File: src/rtl/e1_sa_codeword_debounce.sv
module e1_sa_codeword_debounce #(
  parameter int NSA = 5,
  parameter int CW  = 4
) (
  input  logic              clk,
  input  logic              rst_n,
  input  logic              nfas_vld,
  input  logic [NSA-1:0]    sa_bits,
  input  logic              smf_end,
  input  logic              mf_sync,
  input  logic              deb_en,
  input  logic [NSA-1:0]    flag_clr,
  output logic [NSA*CW-1:0] codeword_o,
  output logic [NSA-1:0]    chg_flag_o
);
  localparam int W = NSA * CW;

  logic [W-1:0]   shr, rx_now, last_rx;
  logic           last_vld, take, wr;
  logic [NSA-1:0] chg;

  for (genvar k = 0; k < NSA; k++) begin : g_lane
    assign rx_now[k*CW +: CW] = nfas_vld ? {shr[k*CW +: CW-1], sa_bits[k]} : shr[k*CW +: CW];
    assign chg[k] = wr && (rx_now[k*CW +: CW] != codeword_o[k*CW +: CW]);


    flag_rise_chk: assert property (@(posedge clk) disable iff (!rst_n)
      $rose(chg_flag_o[k]) |-> codeword_o[k*CW +: CW] != $past(codeword_o[k*CW +: CW]));

    flag_fall_chk: assert property (@(posedge clk) disable iff (!rst_n)
      $fell(chg_flag_o[k]) |-> $past(flag_clr[k]));
  end

  assign take = smf_end && mf_sync;
  assign wr   = take && (!deb_en || (last_vld && last_rx == rx_now));

  always_ff @(posedge clk) begin
    if (!rst_n) begin
      shr        <= '0;
      last_rx    <= '0;
      last_vld   <= 1'b0;
      codeword_o <= '0;
      chg_flag_o <= '0;
    end else begin
      shr <= rx_now;
      if (!mf_sync) begin
        last_rx  <= '0;
        last_vld <= 1'b0;
      end else if (smf_end) begin
        last_rx  <= rx_now;
        last_vld <= 1'b1;
      end
      if (wr) codeword_o <= rx_now;
      chg_flag_o <= (chg_flag_o & ~flag_clr) | chg;
    end
  end


  sync_hold_chk: assert property (@(posedge clk) disable iff (!rst_n)
    !mf_sync |=> codeword_o == $past(codeword_o));

  write_window_chk: assert property (@(posedge clk) disable iff (!rst_n)
    !smf_end |=> codeword_o == $past(codeword_o));
endmodule

File: config.mk
export PLATFORM = sky130hd
export DESIGN_NAME = e1_sa_codeword_debounce
export DESIGN_NICKNAME = d
export VERILOG_FILES = /design/src/rtl/e1_sa_codeword_debounce.sv
export SDC_FILE = /design/constraint.sdc
export NUM_CORES = 1
export LEC_CHECK = 0
export BUFFER_PORTS_ARGS = -buffer_cell sky130_fd_sc_hd__buf_4
export CORE_UTILIZATION = 50
export DETAILED_ROUTE_END_ITERATION = 16
export GPL_TIMING_DRIVEN = 1
export PLACE_DENSITY = 0.7
export SLEW_MARGIN = 20
export SYNTH_ARGS = -nofsm -noshare
export SYNTH_HDL_FRONTEND = slang
export SYNTH_SLANG_ARGS = --single-unit
File: constraint.sdc
create_clock -name clk -period 5.5 [get_ports clk]
set_input_delay 0.275 -clock clk [delete_from_list [all_inputs] [get_ports clk]]
set_output_delay 0.275 -clock clk [all_outputs]
set_load 0.01 [all_outputs]
After elaboration in Yosys (flattened, before gate mapping):

Cells that the tools add are included.

* bits in registers: 66
* bits of input ports: 16
* latch bits: 0
* memory bits (read-only): 0
* memories: 0
* output and inout port bits: 25
* RAM bits: 0

* multiply operators: 0
* div/mod/pow operators: 0
* equality and inequality tests: 6
* multiplexer cells: 5
* add/subtract/negate cells: 0
* bitwise logic cells: 3
* reduce and logical (&&, ||, !) cells: 11
* $lt $le $gt $ge: 0
* shift-type cells: 0

Operators by type and width (count)
* equality test 20 bit: 1
* 2-to-1 mux 4 bit: 5
* != test 4 bit: 5
* logical AND 1 bit: 8
* AND 5 bit: 1
* inverter 5 bit: 1
* OR 5 bit: 1
* AND reduction 2 bit: 1
* zero test 1 bit: 1
* logical OR 1 bit: 1

Depth between registers and ports, before layout:

* depth after elaboration: 7
* mapped depth: 9
* mapped depth without buffers: 6

Worst setup path after synthesis:

No wires, ideal clock.

* path kind: input to register
* start: input port nfas_vld
* end: register codeword_o[0]
* stages: 8
* arrival: 2.082 ns
* buffers on the path: 2
* slack: 3.338 ns
* library setup time: 0.079 ns
* cell sequence: buf_6 mux2i_2 xnor2_1 or4_4 nor3b_4 buf_4 a211oi_1 a211oi_2

* word-level cells in the longest chain between the ends: 5
* elaborated cells on any way between the ends: 9
* those cells by class: eq/ne (1); mux (5); reduce/logical (3)

RTL lines
* from (decl): line 7 `input logic nfas_vld,`
* 2-to-1 mux 4 bit: line 23 `assign rx_now[k*CW +: CW] = nfas_vld ? {shr[k*CW +: CW-1], sa_bits[k]} : shr[k*CW +: CW];`
* equality test 20 bit: line 35 `assign wr = take && (!deb_en || (last_vld && last_rx == rx_now));`
* logical AND 1 bit: line 35
* logical OR 1 bit: line 35
* logical AND 1 bit: line 35
* to (signal assigned): line 53 `if (wr) codeword_o <= rx_now;`
* to (decl): line 13 `output logic [NSA*CW-1:0] codeword_o,`

Several ways; a longest one is shown, not always the timed one.
A chain may end at the register's enable or synchronous reset.

Worst setup path after layout:

* start: input port nfas_vld
* end: register codeword_o[11]

The elaborated chain is that of the path after synthesis.

==> flow_summary.ini <==
[status]
status = completed

[logic_synthesis]
ys.flop_type = dfxtp_1
ys_ff_latch = 66
synth_cells = 300
synth-simple-area-share_pct = 11.1
synth_mux_area_share_pct = 10.5
ys_seq_area_share_pct = 41.4
synth.net_count = 316
yosysWarnings = 0
async_flop_share_pct = 0
synth_compound_area_share_pct = 20.3
synth_xor_area_share_pct = 10.7
avgSynthCellArea_um2 = 10.6
synth_top_family_by_area = compound AO/OA/AOI/OAI gates
synth_edf_count = 0
synth_fa_ha_area_share_pct = 0
syn-cell-area_mm2 = 0.00319
synth.distinct_cells = 31

[drt]
viasPerCell = 5.66
drt_wl_total_um = 6970
drt_pass1_iterations = 4
drt_iter0_drc = 144
drc = 0
postRouteAntennaNets = 0
wl_per_cell_um = 16.9
num_vias = 2330

[finish]
final_cells = 412
antennaDiodeCount = 0
drive_gt1_share_pct = 29.4
area_growth_pct = 15.2
fin_nets = 348
design_area_mm2 = 0.00368

[floorplan]
die_height_um = 81.9
top_level_ports = 41
die_w_um = 81.9
die-area_mm2 = 0.00671
start_util_pct = 53.0
core.rowCount = 28
core_mm2 = 0.00603

[global_route]
grt_pass1_wl_um = 11200
grt_use_met3_pct = 4.56
use_met1_pct = 32.5
gr-total-overflow = 0
grt_pass1_vias = 2149
grt.busiest_layer = met2
antenna_found_initial = 0
use_met2_pct = 33.6
grt_max_degree = 44
gr-usage-all-layers_pct = 22.7

[clock_tree]
ctsRootBufferMaster = clkbuf_8
cts_tree = yes
ctsHtreeMaxLevel = 3
insertion_delay_ns = 0.34
clock_sinks = 66
numCtsBuffers = 9
post_cts_resized = 0
clockBufferDepth = 2
hold_buffers = 0
postCtsSetupBuffers = 0
clk_pin_slew_ns = 0.07

[power]
p_leak_nw = 1.28
vdd_drop_max_mv = 0.187
intPower_mw = 0.884
powerDensity_mw_per_mm2 = 320
comb_power_share_pct = 13.6
p_seq_share_pct = 43.6
power_switching_mw = 0.293
p_sw_share_pct = 24.9
power_mw = 1.18
p_clk_share_pct = 42.7

[setup_path]
cpLargestDelayFamily = simple AND/OR/NAND/NOR gates
slowest_stage = nor3b_4
cp_cell_sequence = buf_4, mux2i_1, xnor2_1, or4_4, nor3b_4, a21o_4, a211oi_2
cp_max_fo = 21
start_kind = input pin
endpoint_kind = flip-flop
worst_ep_arrival_time_ns = 3.30
worstPathRequired_ns = 5.69
path_depth = 7
worst_path_largest_cell_delay_ns = 0.74
cp.buffers_inverters = 1
critical_path_class = input pin to flip-flop
ff2ff_path_depth = 6

[timing]
setup-tns-final_ns = 0
max_slew_margin_pct = 43.4
finalCriticalPeriod_ns = 3.11
finalSetupViolCount = 0
hold_viol = 0
final.setup_skew_ns = 0.00912
fmax_mhz = 322
tightest_slew_ns = 0.849
rsz0062_at_grt = false
fin_crit_sh_pct = 56.5
drv_slew = 0

[placement]
dpl_cell_area_mm2 = 0.00343
port_buffers = 40
post-dp-hpwl_um = 4760
dp_cells = 396
gp_congestion = 0.793

[worst_hold_path]
hold_path_depth = 2
hold_class = input pin to flip-flop

[job]
cap_violations = 0
## cells in the final DEF, fill, tap and decap left out, drive strengths merged
cell / count
or2: 1
bufinv: 3
nor2: 47
nor3b: 1
a211oi: 60
nor4: 11
buf: 42
and4: 1
nand4: 2
or4: 1
clkbuf: 12
nand3: 1
mux2i: 20
inv: 6
xnor2: 39
nor3: 7
clkinv: 1
nand2: 2
a21o: 1
dfxtp: 66
o22ai: 5
a21oi: 3
o21a: 5
## final timing paths
kind,to,slack [ns],start
hold / removal,chg_flag_o[0],0.20,rst_n
hold reg to reg,last_vld,0.49,last_vld
setup reg to reg,codeword_o[11],2.54,shr[14]
setup / recovery,codeword_o[11],2.39,nfas_vld
## Yosys cell counts (2+ instances only)
master	count	share of area [%]
nor4_1	11	2.2
mux2i_1	3	0.94
a21oi_1	3	0.47
nand4_1	2	0.39
nor2_1	46	5.4
clkbuf_1	9	1.1
mux2i_4	8	5.6
o21a_1	5	1.2
clkbuf_8	2	0.86
nor3_1	7	1.1
mux2i_2	9	3.9
nand2_1	2	0.24
a211oi_2	20	7.8
dfxtp_1	66	41
xnor2_1	39	11
buf_2	2	0.31
a211oi_1	40	9.4
buf_12	2	1.3
clkbuf_4	2	0.47
o22ai_1	5	0.98
buf_4	2	0.47
inv_1	6	0.71
## cell type report
| cell class | instances | area [um2] |
|---|---|---|
| fill | 523 | 2350 |
| inverter | 6 | 22.5 |
| clock buffer | 12 | 145 |
| timing repair buffer | 42 | 315 |
| tap | 75 | 93.8 |
| multi-input combinational | 207 | 1680 |
| sequential | 66 | 1320 |
| clock inverter | 4 | 98.8 |
## worst reg2reg max path: stages (launching register included)
cell	delay (ns)
dfxtp_1	0.34
mux2i_1	0.43
xnor2_1	0.17
or4_4	0.57
nor3b_4	0.74
a21o_4	0.44
a211oi_2	0.12
## power groups by stage
stage | sequential, mW | combinational, mW | clock (mW)
after floorplan | 0.525 | 0.118 | 0
after global placement | 0.524 | 0.158 | 0
after detailed placement | 0.524 | 0.159 | 0
after CTS | 0.513 | 0.161 | 0.506
after global routing | 0.515 | 0.175 | 0.527
final | 0.513 | 0.160 | 0.503
## sequential cells by signal, indices dropped and copies added (netlist names)
name        cells
last_rx        20
codeword_o     20
last_vld        1
shr            20
chg_flag_o      5
## per-stage QoR
stage	utilization, %	hold slack (ns)	setup WS [ns]
floorplan	-	0.393	3.34
global placement	57.0	0.453	2.12
detailed placement	57.0	0.470	2.04
CTS	61.0	0.203	2.36
global route	61.0	0.210	2.21
finish	61.0	0.205	2.39
## cell families after synthesis
| logic type | Yosys count |
|---|---|
| compound gates | 74 |
| buf+inv | 27 |
| simple gates | 74 |
| mux | 20 |
| xor+xnor | 39 |
| flops | 66 |
## routing by layer
| metal | part of all wire [%] | vias to the layer above |
|---|---|---|
| met5 | 0 | - |
| met2 | 45 | 56 |
| li1 | - | 1148 |
| met4 | 1.3 | 0 |
| met3 | 4.4 | 9 |
| met1 | 49 | 1117 |
(Power assumes the default switching activity.)
